==> src/rtl/fpc_pkg.sv <==
`timescale 1ns/1ps
package fpc_pkg;
  localparam int PAGE_SHIFT = 12;
  localparam int GUARD_RD_BIT = 0;
  localparam int GUARD_WR_BIT = 1;

  typedef enum logic [1:0] {
    CFG_LOWER  = 2'd0,
    CFG_UPPER  = 2'd1,
    CFG_EXEMPT = 2'd2,
    CFG_OFFSET = 2'd3
  } cfg_sel_e;
endpackage

==> src/rtl/fpc_region_bank.sv <==
`timescale 1ns/1ps
module fpc_region_bank #(
  parameter int NUM_REGIONS = 16,
  parameter int ADDR_W      = 32,
  parameter int TAG_N       = 16,
  parameter int IDX_W       = 5,
  parameter int CFG_W       = 32,
  localparam int PG_W       = ADDR_W - fpc_pkg::PAGE_SHIFT
) (
  input  logic                                clk,
  input  logic                                rst,
  input  logic                                cfg_we,
  input  logic [1:0]                          cfg_sel,
  input  logic [IDX_W-1:0]                    cfg_idx,
  input  logic [CFG_W-1:0]                    cfg_wdata,
  output logic [NUM_REGIONS-1:0][PG_W-1:0]    lower_pg,
  output logic [NUM_REGIONS-1:0][PG_W-1:0]    upper_pg,
  output logic [NUM_REGIONS-1:0]              guard_rd,
  output logic [NUM_REGIONS-1:0]              guard_wr,
  output logic [NUM_REGIONS-1:0][TAG_N-1:0]   exempt_rd,
  output logic [NUM_REGIONS-1:0][TAG_N-1:0]   exempt_wr,
  output logic [ADDR_W-1:0]                   base_offset
);
  import fpc_pkg::*;

  logic unused_cfg_bits;
  assign unused_cfg_bits = ^cfg_wdata[PAGE_SHIFT-1:GUARD_WR_BIT+1];

  always_ff @(posedge clk) begin
    if (rst) begin
      base_offset <= '0;
    end else if (cfg_we && cfg_sel == CFG_OFFSET) begin
      base_offset <= cfg_wdata[ADDR_W-1:0];
    end
  end

  for (genvar g = 0; g < NUM_REGIONS; g++) begin : g_region
    logic sel_me;
    assign sel_me = cfg_we && (cfg_idx == IDX_W'(g));

    always_ff @(posedge clk) begin
      if (rst) begin
        lower_pg[g]  <= '0;
        upper_pg[g]  <= '0;
        guard_rd[g]  <= 1'b0;
        guard_wr[g]  <= 1'b0;
        exempt_rd[g] <= '0;
        exempt_wr[g] <= '0;
      end else if (sel_me) begin
        case (cfg_sel)
          CFG_LOWER: begin
            lower_pg[g] <= cfg_wdata[ADDR_W-1:PAGE_SHIFT];
            guard_rd[g] <= cfg_wdata[GUARD_RD_BIT];
            guard_wr[g] <= cfg_wdata[GUARD_WR_BIT];
          end
          CFG_UPPER: upper_pg[g] <= cfg_wdata[ADDR_W-1:PAGE_SHIFT];
          CFG_EXEMPT: begin
            exempt_rd[g] <= cfg_wdata[2*TAG_N-1:TAG_N];
            exempt_wr[g] <= cfg_wdata[TAG_N-1:0];
          end
          default: ;
        endcase
      end
    end
  end
endmodule

==> config.mk <==
export PLATFORM = sky130hd
export DESIGN_NAME = fpc_region_bank
export DESIGN_NICKNAME = d
export VERILOG_FILES = /design/src/rtl/fpc_pkg.sv /design/src/rtl/fpc_region_bank.sv
export SDC_FILE = /design/constraint.sdc
export NUM_CORES = 2
export LEC_CHECK = 0
export BUFFER_PORTS_ARGS = -buffer_cell sky130_fd_sc_hd__buf_2
export CORE_AREA = 2 2 487 489
export DETAILED_ROUTE_END_ITERATION = 10
export DIE_AREA = 0 0 489 491
export PLACE_DENSITY = 0.45
export SLEW_MARGIN = 5
export SYNTH_ARGS = -nofsm -noshare
export SYNTH_HDL_FRONTEND = slang
export SYNTH_SLANG_ARGS = --single-unit
==> constraint.sdc <==
create_clock -name clk -period 3.25 [get_ports clk]
set_input_delay 0.65 -clock clk [delete_from_list [all_inputs] [get_ports clk]]
set_output_delay 0.65 -clock clk [all_outputs]
set_load 0.03 [all_outputs]
; ---- Word-level counts from Yosys, hierarchy flattened
; Cells that the tools add are included.
; W data, S select, Z words.
[totals]
register_bits = 1216
input_bits = 42
output_inout_bits = 1216
wordCells = 182
[classes]
n_eq_ne = 18
reduce_logical = 67
[op_table]
columns = operator, count
row1 = $reduce_and A2 Y1, 48
row2 = $eq A5 B4 Y1 const B, 8
row3 = $eq A5 B3 Y1 const B, 4
row4 = $logic_and A1 B1 Y1, 17
row5 = $eq A5 B2 Y1 const B, 2
row6 = $eq A5 B1 Y1 const B, 1
row7 = $logic_not A5 Y1, 1
row8 = $eq A2 B2 Y1 const B, 2
row9 = $eq A2 B1 Y1 const B, 1
row10 = $logic_not A2 Y1, 1

; ---- Longest topological paths before layout
[depth]
depth_word = 3
ltp_mapped = 6
depth_no_buf = 3

; ---- Worst setup path after synthesis
; No wires, ideal clock.
[synth_timing]
path_type = input-to-reg
start = input cfg_idx[3]
end = register guard_wr[0]
setup_ps = 132
t_arrival_ps = 1767
required_ps = 3118
setup_slack_ps = 1351
path_stages = 5
n_path_buf = 2
path_cell_list = nor4b_2 -> buf_2 -> nand2_1 -> buf_2 -> mux2i_1
[synth_between]
elab_chain_cells = 3
[synth_rtl]
columns = element, line_no
row1 = start: declaration, fpc_region_bank.sv:14  ; input logic [IDX_W-1:0] cfg_idx,
row2 = $logic_not A5 Y1, fpc_region_bank.sv:39  ; assign sel_me = cfg_we && (cfg_idx == IDX_W'(g));
row3 = $logic_and A1 B1 Y1, fpc_region_bank.sv:39
row4 = $reduce_and A2 Y1 (no source line), n/a
row5 = end signal: indexed assignment, fpc_region_bank.sv:54  ; guard_wr[g] <= cfg_wdata[GUARD_WR_BIT];
row6 = end: declaration, fpc_region_bank.sv:19  ; output logic [NUM_REGIONS-1:0] guard_wr,
; Every way passes these cells.
; A chain may end at the register's enable or synchronous reset.

; ---- Worst setup path after layout
[layout_timing]
start = register upper_pg[99] (netlist bit)
end = output upper_pg[99] (netlist bit)
[layout_rtl]
columns = element, line_no
row1 = start: declaration, fpc_region_bank.sv:17  ; output logic [NUM_REGIONS-1:0][PG_W-1:0] upper_pg,
row2 = start signal: indexed assignment, fpc_region_bank.sv:56  ; CFG_UPPER: upper_pg[g] <= cfg_wdata[ADDR_W-1:PAGE_SHIFT];
; No word-level cell between the ends.

==> key figures <==
Route
  – DRT Pass-1 Iters: 5
  – Antenna viol nets, final: 0
  – DRT iter0 DRCs: 1,619
  – Wirelength per Cell: 24.66 um
  – Vias: 34.07k
  – Final WL: 212,000 um
  – DRC: 0
  – Vias per Instance: 3.963

STA
  – Fin Hold WS: 0.1293 ns
  – Worst slew pin tran: 1.184 ns
  – Setup TNS: 0 ns
  – RSZ-0062 raised after global routing: false
  – Minimum clock period: 2.221 ns
  – Max-slew violation count: 0
  – Final worst setup slack: 1.029 ns
  – # setup viols final: 0
  – Final worst-path cycle share: 0.6835
  – Final Hold Fails: 0
  – Clk_skew: 0 ns
  – Slew headroom: 0.2092
  – Max Freq: 0.4502 GHz

Pwr
  – VDD IR-drop max: 441.4 uV
  – Sw Share: 0.2409
  – Int Pwr: 25,380 uW
  – Sequential share of power: 0.448
  – Power per cell area: 541.0 nW/um^2
  – Total Power: 33,430 uW
  – Pleak: 0.03361 uW
  – Clk pwr share: 0.504
  – P_sw: 8055 uW
  – Combinational Power Share: 0.048

Synth
  – Post-synthesis xor/xnor area fraction: 0
  – Syn nets: 4,217
  – Post-synth top area cell: dfxtp_1
  – Sequential share of the synthesized area: 0.5253
  – Synth Area in Adders: 0
  – Mux share of post-synthesis cell area: 0.2558
  – Yosys warns: 0
  – Avg Cell Area, Syn: 11.10 sq um
  – Post-synthesis compound-gate area fraction: 0.003456
  – Number of distinct library cells after synthesis: 23
  – Simple-gate portion of the synthesized area: 0.1788
  – #FFs+latches synth: 1,216
  – Main combinational cell family by area after synthesis: multiplexers
  – Most frequent cells after synthesis: 1,216 x dfxtp_1, 1,216 x nand2b_1, 1,184 x mux2i_1
  – EDFF count, synth: 0
  – Synth area leaders: dfxtp_1 53%, mux2i_1 26%, nand2b_1 16%, clkbuf_1 2.1%, buf_2 1.1%
  – Cell Area, Synth: 46,340 sq um
  – Share of flip-flops with an asynchronous set or reset: 0
  – Top cell type's share of synthesized area: 0.5253
  – Mapped Cells: 4,175
  – Top_reg_cell synth: dfxtp_1

Status
  – Outcome: finished, final reports clean

Clock network
  – Clk root buf: clkbuf_16
  – Hold buffers post-CTS: 0
  – Clk buf depth: 3
  – Post-CTS sizing: 0
  – Buffer count from post-CTS setup fixing: 0
  – H-tree Lvls: 4
  – CTS tree: yes
  – Clock sink count: 1,216
  – Clk_lat worst skew: 0.78 ns
  – Total CTS buffers: 145
  – Clk slew on worst S/H paths: 0.06 ns

Floorplanning
  – Die Area: 240,100 sq um
  – Initial Util: 0.1976
  – Die Y: 491 um
  – I/O pin total: 1,258
  – Die width: 489 um
  – Total core area: 234,500 sq um
  – Std-Cell Rows: 178

GRT
  – All-layer global routing usage: 0.1686
  – Largest net degree at the start of global routing: 105
  – Global route total overflow: 0
  – Initial antenna violation count: 24
  – Global-route wire length before repair: 284,200 um
  – Vias in the first global route: 34.02k

Critical path
  – CP peak stage delay: 0.47 ns
  – Required time worst endpoint: 2.60 ns
  – Slowest CP cell: dfxtp_1
  – Delay-heaviest family, CP: flip-flops
  – Crit path max fanout: 2
  – Critical path startpoint category: register
  – Cells along the critical path: buf_2
  – Critical Path AT: 1.57 ns
  – Worst Path Buf+Inv: 1
  – Crit path kind: reg -> out
  – Worst setup EP type: primary output

Cells and area
  – Layout area overhead: 33.35%
  – FILL cells: 25.00k
  – Share of cells above drive strength 1: 0.3141
  – Nets: 5,370

Hold path
  – HP Class: in -> reg

Run
  – Max Cap Viol: 0

Place
  – IO Port Bufs: 1,257
  – Pre-CTS WS: 0.2365 ns
  – Routability cong.: 0.7792
  – DP HPWL: 140,400 um
sequential cells by signal (all words and copies together), names as in the netlist:
signal	flops
base_offset	32
exempt_rd	256
exempt_wr	256
guard_rd	16
guard_wr	16
lower_pg	320
upper_pg	320
metrics by stage:
stage / area (sq um) / std cells / utilization
2_1_floorplan: 46340 / 4175 / -
3_3_place_gp: 56850 / 8331 / 0.2424
3_5_place_dp: 56850 / 8331 / 0.2424
4_1_cts: 61780 / 8588 / 0.2634
5_1_grt: 61790 / 8593 / 0.2635
6_report: 61800 / 8596 / 0.2635
worst paths after layout:
| check | start | to | slack (ns) | cells after the start |
|---|---|---|---|---|
| setup / recovery | upper_pg[99] | upper_pg[99] | 1.03 | 1 |
| hold / removal | cfg_wdata[15] | base_offset[15] | 0.13 | 3 |
| setup reg to reg | upper_pg[99] | upper_pg[99] | 2.49 | 2 |
| hold reg to reg | base_offset[19] | base_offset[19] | 0.45 | 2 |
cell families (layout without fill, tap and decap cells):
kind of cell	count (synthesis)	count (layout)
simple gates	1348	1348
flops	1216	1216
mux	1184	1184
buf+inv	395	1658
compound gates	32	32
other cells	0	8
area by class of cell:
class | count | area, sq um | share of cell area
timing repair buffer | 1401 | 7933 | 0.1284
tap | 3150 | 3941 | 0.06378
clock buffer | 215 | 4294 | 0.06949
sequential | 1216 | 24340 | 0.3939
clock inverter | 42 | 630.6 | 0.01020
multi-input combinational | 2564 | 20630 | 0.3339
antenna | 8 | 20.02 | 0.0003240
cells in the final DEF, fill, tap and decap left out, types with 35 or more instances in the layout:
| cell | n |
|---|---|
| buf_2 | 1256 |
| dfxtp_1 | 1216 |
| nand2b_1 | 1184 |
| mux2i_1 | 1184 |
| clkbuf_16 | 147 |
| buf_4 | 100 |
| nand2_1 | 74 |
| buf_12 | 44 |
| clkbuf_8 | 36 |
| nand2_2 | 35 |
routing by layer:
metal	global-route usage	part of all wire
met1	0.1971	0.41
met2	0.2839	0.48
met3	0.05741	0.082
met4	0.06037	0.032
met5	0	0.000061
power groups by stage:
stage	Sequential (uW)	Clock, uW	Combinational [uW]
6_report	15000	16800	1620
5_1_grt	15000	17800	1690
4_1_cts	15000	17300	1670
3_5_place_dp	15300	0	1670
3_3_place_gp	15300	0	1670
2_1_floorplan	15400	0	677
Power figures use the tool's default switching activity.
